**config.mk**
```make
export PLATFORM = sky130hd
export DESIGN_NAME = cal_rtc
export DESIGN_NICKNAME = d
export VERILOG_FILES = /design/src/rtl/rtc_pkg.sv /design/src/rtl/rtc_digit.sv /design/src/rtl/rtc_calendar.sv /design/src/rtl/rtc_ctrl_fsm.sv /design/src/rtl/cal_rtc.sv
export SDC_FILE = /design/constraint.sdc
export NUM_CORES = 1
export LEC_CHECK = 0
export BUFFER_PORTS_ARGS = -buffer_cell sky130_fd_sc_hd__buf_2
export CORE_MARGIN = 2
export CORE_UTILIZATION = 30
export CTS_CLUSTER_SIZE = 40
export DETAILED_ROUTE_END_ITERATION = 8
export SKIP_LAST_GASP = 1
export SLEW_MARGIN = 25
export SYNTH_ARGS = -nofsm -noshare
export SYNTH_HDL_FRONTEND = slang
export SYNTH_SLANG_ARGS = --single-unit
```
**constraint.sdc**
```tcl
create_clock -name clk -period 2.88 [get_ports clk]
set_input_delay 0.288 -clock clk [delete_from_list [all_inputs] [get_ports clk]]
set_output_delay 0.288 -clock clk [all_outputs]
set_load 0.005 [all_outputs]
```
**src/rtl/rtc_pkg.sv**
```systemverilog
package rtc_pkg;

    localparam int SEC_W  = 6;
    localparam int MIN_W  = 6;
    localparam int HOUR_W = 5;
    localparam int DAY_W  = 5;
    localparam int MON_W  = 4;
    localparam int YEAR_W = 7;
    localparam int CENT_W = 5;

    localparam int WD_TIME_A = 0;
    localparam int WD_TIME_B = 1;
    localparam int WD_ALARM  = 2;
    localparam int WD_CTRL   = 4;
    localparam int WD_STAT   = 5;

    typedef enum logic [1:0] {
        CS_HALT_LOCKED = 2'b00,
        CS_RUN_LOCKED  = 2'b01,
        CS_HALT_OPEN   = 2'b10,
        CS_RUN_OPEN    = 2'b11
    } ctrl_state_t;

    function automatic logic [DAY_W-1:0] month_len(input logic [MON_W-1:0] mon,
                                                   input logic leap);
        logic [DAY_W-1:0] len;
        case (mon)
            4'd2:                      len = leap ? 5'd29 : 5'd28;
            4'd4, 4'd6, 4'd9, 4'd11:   len = 5'd30;
            default:                   len = 5'd31;
        endcase
        return len;
    endfunction

endpackage

```
**src/rtl/rtc_digit.sv**
```systemverilog
module rtc_digit #(
    parameter int W = 6
) (
    input  logic         clk,
    input  logic         rst_n,
    input  logic         load,
    input  logic [W-1:0] load_val,
    input  logic         inc,
    input  logic [W-1:0] limit,
    input  logic [W-1:0] wrap_to,
    output logic [W-1:0] val,
    output logic         at_limit
);

    assign at_limit = (val >= limit);

    always_ff @(posedge clk) begin
        if (!rst_n) begin
            val <= '0;
        end else if (load) begin
            val <= load_val;
        end else if (inc) begin
            val <= at_limit ? wrap_to : val + 1'b1;
        end
    end

endmodule

```
**src/rtl/rtc_calendar.sv**
```systemverilog
module rtc_calendar
    import rtc_pkg::*;
(
    input  logic        clk,
    input  logic        rst_n,
    input  logic        load_a,
    input  logic        load_b,
    input  logic        advance,
    input  logic [31:0] wdata,
    output logic [31:0] word_a,
    output logic [31:0] word_b
);

    logic [SEC_W-1:0]  sec_q;
    logic [MIN_W-1:0]  min_q;
    logic [HOUR_W-1:0] hour_q;
    logic [DAY_W-1:0]  day_q;
    logic [MON_W-1:0]  mon_q;
    logic [YEAR_W-1:0] year_q;
    logic [CENT_W-1:0] cent_q;

    logic sec_top, min_top, hour_top, day_top, mon_top, year_top, cent_top;
    logic inc_min, inc_hour, inc_day, inc_mon, inc_year, inc_cent;
    logic [DAY_W-1:0] day_limit;
    logic unused_cent_top;

    // Full year = century*100 + year; 100 is a multiple of 4, so only year matters.
    assign day_limit = month_len(mon_q, (year_q[1:0] == 2'b00));

    assign inc_min  = advance  & sec_top;
    assign inc_hour = inc_min  & min_top;
    assign inc_day  = inc_hour & hour_top;
    assign inc_mon  = inc_day  & day_top;
    assign inc_year = inc_mon  & mon_top;
    assign inc_cent = inc_year & year_top;
    assign unused_cent_top = cent_top;

    rtc_digit #(.W(SEC_W)) u_sec (
        .clk(clk), .rst_n(rst_n), .load(load_a), .load_val(wdata[5:0]),
        .inc(advance), .limit(6'd59), .wrap_to(6'd0), .val(sec_q), .at_limit(sec_top));

    rtc_digit #(.W(MIN_W)) u_min (
        .clk(clk), .rst_n(rst_n), .load(load_a), .load_val(wdata[13:8]),
        .inc(inc_min), .limit(6'd59), .wrap_to(6'd0), .val(min_q), .at_limit(min_top));

    rtc_digit #(.W(HOUR_W)) u_hour (
        .clk(clk), .rst_n(rst_n), .load(load_a), .load_val(wdata[20:16]),
        .inc(inc_hour), .limit(5'd23), .wrap_to(5'd0), .val(hour_q), .at_limit(hour_top));

    rtc_digit #(.W(DAY_W)) u_day (
        .clk(clk), .rst_n(rst_n), .load(load_a), .load_val(wdata[28:24]),
        .inc(inc_day), .limit(day_limit), .wrap_to(5'd1), .val(day_q), .at_limit(day_top));

    rtc_digit #(.W(MON_W)) u_mon (
        .clk(clk), .rst_n(rst_n), .load(load_b), .load_val(wdata[3:0]),
        .inc(inc_mon), .limit(4'd12), .wrap_to(4'd1), .val(mon_q), .at_limit(mon_top));

    rtc_digit #(.W(YEAR_W)) u_year (
        .clk(clk), .rst_n(rst_n), .load(load_b), .load_val(wdata[14:8]),
        .inc(inc_year), .limit(7'd99), .wrap_to(7'd0), .val(year_q), .at_limit(year_top));

    rtc_digit #(.W(CENT_W)) u_cent (
        .clk(clk), .rst_n(rst_n), .load(load_b), .load_val(wdata[20:16]),
        .inc(inc_cent), .limit(5'd31), .wrap_to(5'd0), .val(cent_q), .at_limit(cent_top));

    assign word_a = {3'b0, day_q, 3'b0, hour_q, 2'b0, min_q, 2'b0, sec_q};
    assign word_b = {11'b0, cent_q, 1'b0, year_q, 4'b0, mon_q};

endmodule

```
**src/rtl/rtc_ctrl_fsm.sv**
```systemverilog
module rtc_ctrl_fsm
    import rtc_pkg::*;
(
    input  logic       clk,
    input  logic       rst_n,
    input  logic       ctrl_wr,
    input  logic [1:0] ctrl_req,
    output logic       run,
    output logic       open
);

    ctrl_state_t state, state_nxt;

    always_ff @(posedge clk) begin
        if (!rst_n) begin
            state <= CS_HALT_LOCKED;
        end else begin
            state <= state_nxt;
        end
    end

    always_comb begin
        state_nxt = state;
        if (ctrl_wr) begin
            unique case (ctrl_req)
                2'b00: state_nxt = CS_HALT_LOCKED; // stop-seal
                2'b01: state_nxt = CS_RUN_LOCKED;  // run-seal
                2'b10: state_nxt = CS_HALT_OPEN;   // stop-open
                2'b11: state_nxt = CS_RUN_OPEN;    // run-open
            endcase
        end
    end

    always_comb begin
        unique case (state)
            CS_HALT_LOCKED: begin run = 1'b0; open = 1'b0; end
            CS_RUN_LOCKED:  begin run = 1'b1; open = 1'b0; end
            CS_HALT_OPEN:   begin run = 1'b0; open = 1'b1; end
            CS_RUN_OPEN:    begin run = 1'b1; open = 1'b1; end
        endcase
    end

endmodule

```
**src/rtl/cal_rtc.sv**
```systemverilog
module cal_rtc
    import rtc_pkg::*;
#(
    parameter int ADDR_W = 5
) (
    input  logic              clk,
    input  logic              rst_n,
    input  logic              sec_tick,
    input  logic              bus_we,
    input  logic [ADDR_W-1:0] bus_addr,
    input  logic [31:0]       bus_wdata,
    output logic [31:0]       bus_rdata
);

    localparam int WORD_W = ADDR_W - 2;

    logic [WORD_W-1:0] word;
    logic sel_a, sel_b, sel_alarm, sel_ctrl, sel_stat;
    logic run, open;
    logic load_a, load_b, advance;
    logic [31:0] cnt1_word, cnt2_word;
    logic [31:0] alarm_q, stat_q;
    logic unused_addr_lo;

    assign word           = bus_addr[ADDR_W-1:2];
    assign unused_addr_lo = ^bus_addr[1:0];

    assign sel_a     = (word == WORD_W'(WD_TIME_A));
    assign sel_b     = (word == WORD_W'(WD_TIME_B));
    assign sel_alarm = (word == WORD_W'(WD_ALARM));
    assign sel_ctrl  = (word == WORD_W'(WD_CTRL));
    assign sel_stat  = (word == WORD_W'(WD_STAT));

    assign load_a  = bus_we & open & sel_a;
    assign load_b  = bus_we & open & sel_b;
    assign advance = sec_tick & run & ~load_a & ~load_b;

    rtc_ctrl_fsm u_fsm (
        .clk      (clk),
        .rst_n    (rst_n),
        .ctrl_wr  (bus_we & sel_ctrl),
        .ctrl_req (bus_wdata[1:0]),
        .run      (run),
        .open     (open)
    );

    rtc_calendar u_cal (
        .clk     (clk),
        .rst_n   (rst_n),
        .load_a  (load_a),
        .load_b  (load_b),
        .advance (advance),
        .wdata   (bus_wdata),
        .word_a  (cnt1_word),
        .word_b  (cnt2_word)
    );

    always_ff @(posedge clk) begin
        if (!rst_n) begin
            alarm_q <= '0;
            stat_q  <= '0;
        end else if (bus_we) begin
            if (sel_alarm) alarm_q <= bus_wdata;
            if (sel_stat)  stat_q  <= bus_wdata;
        end
    end

    always_comb begin
        bus_rdata = '0;
        if (sel_a)     bus_rdata = cnt1_word;
        if (sel_b)     bus_rdata = cnt2_word;
        if (sel_alarm) bus_rdata = alarm_q;
        if (sel_ctrl)  bus_rdata = {30'b0, open, run};
        if (sel_stat)  bus_rdata = stat_q;
    end

endmodule

```
# --- Word-level counts from Yosys, hierarchy flattened ---
# Index checks and enable logic that the tools add are counted.
op_classes:
  n_bitwise: 15
  n_shift: 0
  div: 0
  eq_ne: 15
  n_lt_le_gt_ge: 7
  n_reduce_logical: 18
  mux: 31
  addsub: 7
  n_mul: 0
ops:
  columns: ["op", "n"]
  rows:
  - ["$mux W32", 4]
  - ["$mux W5", 9]
  - ["$mux W6", 6]
  - ["$mux W29", 1]
  - ["$mux W7", 3]
  - ["$add A5 B1 Y5 const B", 3]
  - ["$reduce_bool A2 Y1", 7]
  - ["$and A1 B1 Y1", 13]
  - ["$add A6 B1 Y6 const B", 2]
  - ["$ge A6 B6 Y1 const B", 2]
  - ["$mux W4", 3]
  - ["$ge A5 B5 Y1 const B", 2]
  - ["$pmux W5 S2", 1]
  - ["$eq A2 B2 Y1 const B", 4]
  - ["$eq A4 B3 Y1 const B", 2]
  - ["$eq A4 B4 Y1 const B", 2]
  - ["$pmux W2 S4", 1]
  - ["$reduce_or A2 Y1", 4]
  - ["$add A7 B1 Y7 const B", 1]
  - ["$ge A7 B7 Y1 const B", 1]
  - ["$eq A3 B3 Y1 const B", 2]
  - ["$logic_not A2 Y1", 3]
  - ["$ge A5 B5 Y1", 1]
  - ["$add A4 B1 Y4 const B", 1]
  - ["other kinds (11)", 15]
word_totals:
  latch_bits: 0
  output_inout_bits: 32
  word_cells: 103
  ramBits: 0
  mem_count: 0
  rom_bits: 0
  register_bits: 104
  in_bits: 41

# --- Logic depth before layout (Yosys ltp) ---
depth:
  word_depth: 16
  depth_mapped: 12
  ltp_nobuf: 11

# --- Modules after synthesis ---
# Synthesis repeated with hierarchy kept, for this count alone.
unflattened:
  cells_unflattened: 884
  area_unflattened_um2: 7563.5
modules_own_cells:
  columns: ["mod", "area_per_inst_um2", "cells_each", "instances", "seq_area_each_um2"]
  rows:
  - ["cal_rtc", 3776.1, 439, 1, 1281.2]
  - ["rtc_digit at u_cal.u_cent ...", 431.7, 50, 3, 100.1]
  - ["rtc_digit at u_cal.u_min ...", 535.5, 61, 2, 120.1]
  - ["rtc_digit at u_cal.u_year", 640.6, 75, 1, 140.1]
  - ["rtc_digit at u_cal.u_mon", 409.1, 50, 1, 80.1]
  - ["rtc_calendar", 291.5, 40, 1, 0.0]
  - ["rtc_ctrl_fsm", 80.1, 8, 1, 40.0]

# --- Least setup slack after synthesis ---
# No wires, ideal clock.
synth_timing:
  path_type: "register to register"
  from: "register u_cal.u_mon.val[0]"
  to: "register u_cal.u_year.val[6]"
  path_stages_with_launch: 13
  setup_ns: 0.069
  setup_slack_ns: 0.427
  synth_period_minus_slack_ns: 2.453
  arrival_time_ns: 2.384
  t_required_ns: 2.811
  n_path_buf: 1
  cell_sequence: "dfxtp_1 > inv_1 > ha_1 > o21ai_0 > o21ai_0 > o21ai_0 > ha_1 > nor3b_1 > nor3_1 > and4_4 > buf_6 > a311o_1 > o21ai_1"
synth_via:
  elab_chain_cells: 7
  word_cells_on_any_way: 12
  cone_classes: "order compare: 2; eq/ne: 5; mux: 1; bitwise: 2; reduce/logical: 2"
synth_lines:
  columns: ["item", "line", "text"]
  rows:
  - ["start: declaration", "rtc_digit.sv:11", "output logic [W-1:0] val,"]
  - ["start signal: assignment", "rtc_digit.sv:21", "val <= load_val;"]
  - ["start signal: assignment", "rtc_digit.sv:23", "val <= at_limit ? wrap_to : val + 1'b1;"]
  - ["$eq A4 B3 Y1 / $eq A4 B4 Y1 (equally long branches)", "rtc_pkg.sv:27", "case (mon)"]
  - ["$reduce_or A4 Y1", "rtc_pkg.sv:27", null]
  - ["$pmux W5 S2", "rtc_pkg.sv:27", null]
  - ["$ge A5 B5 Y1", "rtc_digit.sv:15", "assign at_limit = (val >= limit);"]
  - ["$and A1 B1 Y1", "rtc_calendar.sv:33", "assign inc_mon = inc_day & day_top;"]
  - ["$and A1 B1 Y1 *", "rtc_calendar.sv:34", "assign inc_year = inc_mon & mon_top;"]
  - ["$reduce_bool A2 Y1 (no line) *", null, null]
  - ["end signal: assignment", "rtc_digit.sv:21", null]
  - ["end signal: assignment", "rtc_digit.sv:23", null]
  - ["end: declaration", "rtc_digit.sv:11", null]
# Mark *: on every way between the ends. The rest lies on a longest branch, timed or not.
# A chain may end at the register's enable or synchronous reset.

# --- Worst setup path in the final report ---
layout_timing:
  from: "register u_cal.u_mon.val[0]"
  to: "register u_cal.u_cent.val[2]"
layout_via:
  elab_chain_cells: 8
  word_cells_on_any_way: 13
  cone_classes: "order compare: 2; eq/ne: 5; mux: 1; bitwise: 3; reduce/logical: 2"
layout_lines:
  columns: ["item", "line", "text"]
  rows:
  - ["$eq A4 B3 Y1 / $eq A4 B4 Y1 (equally long branches)", "rtc_pkg.sv:27", null]
  - ["$reduce_or A4 Y1", "rtc_pkg.sv:27", null]
  - ["$pmux W5 S2", "rtc_pkg.sv:27", null]
  - ["$ge A5 B5 Y1", "rtc_digit.sv:15", null]
  - ["$and A1 B1 Y1", "rtc_calendar.sv:33", null]
  - ["$and A1 B1 Y1 *", "rtc_calendar.sv:34", null]
  - ["$and A1 B1 Y1 *", "rtc_calendar.sv:35", "assign inc_cent = inc_year & year_top;"]
  - ["$reduce_bool A2 Y1 (no line) *", null, null]
  - ["end signal: assignment", "rtc_digit.sv:21", null]
  - ["end signal: assignment", "rtc_digit.sv:23", null]
  - ["end: declaration", "rtc_digit.sv:11", null]
# Marks and branches as above.

==> impl_metrics.py <==
metrics = {
    "pwr": {
        "static-leakage-power_uw": 0.00244,
        "power.density_nw_per_um2": 455,
        "fin_total_pwr_uw": 2950,
        "ir_drop_v": 0.000340,
    },
    "critical_path": {
        "crit_chain": "inv_1 -> ha_1 -> o21ai_0 -> o21ai_0 -> o21ai_0 -> ha_1 -> nor3b_1 -> nor4_1 -> nand4_1 -> o311ai_0",
        "crit_slowest_cell": "o311ai_0",
        "crit_top_cell": "o21ai_0",
        "required_ps": 3130,
        "path_buf_inv": 1,
        "crit_path_end_kind": "flip-flop",
        "cpPeakStageDelay_ps": 450,
        "cp_top_family": "compound AO/OA/AOI/OAI gates",
        "r2r_slack_ps": 190,
        "path_max_fanout": 5,
        "arrival_ps": 2940,
        "path_class": "flip-flop to flip-flop",
        "worstSetupStartpointType": "flip-flop",
    },
    "clocking": {
        "max-clock-path-buffers": 2,
        "post-cts-setup-buffers": 0,
        "cts_root_buf": "clkbuf_16",
        "ctsResizeCount": 0,
        "cts_hold_buf": 0,
        "clk_pin_slew_worst_paths_ps": 80,
        "worstSkewPairLatency_ps": 360,
        "clock-sinks": 104,
        "h-tree-depth": 3,
        "cts_tree": "yes",
        "cts_buffers": 9,
    },
    "finish": {
        "area_growth_pct": 16.5,
        "fin_nets": 826,
        "drive_above_1_share_pct": 16.0,
        "n_antenna_cell": 0,
    },
    "run": {
        "max-cap-violations": 0,
    },
    "sta": {
        "fin_crit_ps": 2690,
        "final_max_slew_viol_count": 0,
        "rsz0062_at_grt": "no",
        "period_share_pct": 93.5,
        "hold_viol": 0,
        "setup_viol": 0,
        "relSlewSlack_pct": 48.5,
        "hold_slack_ps": 174,
        "tns_ps": 0,
        "skew_ps": 11.6,
        "worst_slew_pin_slew_ps": 766,
        "clock.fmax_ghz": 0.371,
    },
    "floorplan": {
        "die_area_um2": 19600,
        "row_count": 49,
        "start_util_pct": 30.8,
        "core-area_um2": 18100,
        "die_w_um": 140,
        "num_io_pins": 73,
        "die_y_um": 140,
    },
    "detailed_routing": {
        "vias": 5421,
        "drt_iter0_drc": 374,
        "remaining_drc_errors": 7,
        "via_per_inst": 5.39,
        "drt_wl_total_um": 17200,
        "ant_nets": 0,
        "drt_first_pass_iters": 8,
        "post_drt_wl_per_cell_um": 17.1,
    },
    "global_routing": {
        "grt_max_degree": 84,
        "grt.overflow.total": 0,
        "grt_usage_pct": 17.4,
        "grt_pass1_wl_um": 27200,
        "antenna_found_initial": 0,
        "grt_pass1_vias": 4994,
    },
    "status": {
        "status": "finished, violations left",
        "violations": "design-rule violations",
    },
    "yosys": {
        "synth.distinct_cells": 63,
        "synth_flop_cell": "dfxtp_1",
        "syn_area_um2": 5560,
        "yosysSeqAreaShare_pct": 37.4,
        "syn_nets": 773,
        "asyncSetResetFlopFracSynth_pct": 0,
        "synth_edf_count": 0,
        "avgSynthCellArea_um2": 7.75,
        "ys_ff_latch": 104,
        "yosysWarnings": 0,
        "synthCells": 718,
    },
    "placement": {
        "gp_congestion": 0.869,
        "hpwl_um": 12200,
        "numPortBuffers": 70,
    },
    "worst_hold_path": {
        "worstHoldPathType": "primary input to flip-flop",
    },
}
## worst reg2reg max path, delay by kind of cell, from the launching register on
kind                     cells  cell delay (ps)
AO/OA/AOI/OAI                4              880
adder cells (fa/ha/maj)      2              380
buffers and inverters        1              120
flip-flops                   1              390
AND/OR/NAND/NOR              3              830
## final cells by class
type,instances,area (um^2)
repair buffers,95,551
inverters,14,52.6
clock buffers,9,225
fillers,1913,11600
well taps,229,287
multi-input cells,547,3210
flip-flops and latches,104,2080
clock inverters,7,72.6
## cells in the mapped netlist, drive strengths merged, types with 5 or more instances
| cell | count | area [um^2] |
|---|---|---|
| nand4 | 7 | 43.8 |
| a31oi | 10 | 62.6 |
| nand2 | 164 | 616 |
| o211ai | 5 | 37.5 |
| nor3 | 11 | 55.1 |
| nor2 | 26 | 97.6 |
| nand3 | 19 | 95.1 |
| a211oi | 7 | 52.6 |
| dfxtp | 104 | 2080 |
| nor3b | 5 | 37.5 |
| o22ai | 18 | 113 |
| a22o | 9 | 78.8 |
| a21oi | 84 | 420 |
| and2 | 6 | 37.5 |
| o21ai | 46 | 234 |
| and3 | 9 | 56.3 |
| clkbuf | 38 | 143 |
| buf | 15 | 82.6 |
| ha | 14 | 175 |
| mux2i | 44 | 440 |
| or4 | 5 | 37.5 |
| inv | 13 | 48.8 |
## state kept, by name (all words and copies together), names as in the netlist
name / flops
alarm_q: 32
stat_q: 32
u_cal.u_cent.val: 5
u_cal.u_day.val: 5
u_cal.u_hour.val: 5
u_cal.u_min.val: 6
u_cal.u_mon.val: 4
u_cal.u_sec.val: 6
u_cal.u_year.val: 7
u_fsm.state: 2
## power by group
| part | total, uW | internal [uW] | leakage [uW] | switching [uW] |
|---|---|---|---|---|
| logic | 219 | 74.0 | 0.00146 | 145 |
| clock network | 1260 | 675 | 0.000141 | 584 |
| registers | 1470 | 1460 | 0.000840 | 14.5 |
## cells in the final DEF, fill, tap and decap left out, types with 3 or more instances in the layout
| cell type | synthesis | layout |
|---|---|---|
| ha_1 | 14 | 14 |
| a31oi_1 | 10 | 10 |
| o211ai_1 | 5 | 5 |
| nor3b_1 | 5 | 5 |
| buf_4 | 0 | 24 |
| o31ai_1 | 4 | 4 |
| nand2_1 | 164 | 164 |
| and2_1 | 5 | 6 |
| clkbuf_16 | 0 | 9 |
| o22ai_1 | 18 | 18 |
| or4_1 | 5 | 5 |
| nand2b_1 | 3 | 3 |
| o211a_1 | 3 | 3 |
| and3_1 | 9 | 9 |
| xor2_1 | 3 | 3 |
| nor2_1 | 26 | 26 |
| a21oi_1 | 84 | 84 |
| a211oi_1 | 7 | 7 |
| o21ai_0 | 43 | 43 |
| nand4b_1 | 3 | 3 |
| a31o_2 | 4 | 4 |
| mux2i_1 | 44 | 44 |
| a22o_1 | 9 | 9 |
| dfxtp_1 | 104 | 104 |
| inv_1 | 13 | 12 |
| nand3_1 | 19 | 19 |
| nor3_1 | 11 | 9 |
| nand4_1 | 7 | 7 |
| buf_2 | 9 | 70 |
## final timing paths
kind / start / end / cells after the start
max: u_cal.u_mon.val[0] / u_cal.u_cent.val[2] / 10
min: bus_wdata[22] / stat_q[22] / 3
max reg2reg: u_cal.u_mon.val[0] / u_cal.u_cent.val[2] / 10
min reg2reg: alarm_q[15] / alarm_q[15] / 2
## logic make-up after synthesis
| family | synth area share, % |
|---|---|
| flops | 37.4 |
| simple gates | 22.1 |
| xor+xnor | 0.787 |
| mux | 8.12 |
| compound gates | 23.4 |
| buf+inv | 4.99 |
| fa+ha+maj | 3.15 |
## per-layer routing
layer | vias to the layer above | routed length, um | track usage (%)
met3 | 19 | 930 | 3.38
met5 | - | 0 | 0
met2 | 136 | 7660 | 26.2
li1 | 2683 | - | -
met4 | 0 | 278 | 4.89
met1 | 2583 | 8290 | 25.2
## through the flow
step	worst slack, ps	cell area, um^2	util (%)	instances
final	188	6480	35.8	1005
after global routing	28.3	6480	35.8	1005
after CTS	175	6480	35.8	1005
after detailed placement	213	6180	34.2	989
after global placement	199	6180	34.2	989
after floorplan	427	5560	-	718
(Power assumes the default switching activity.)
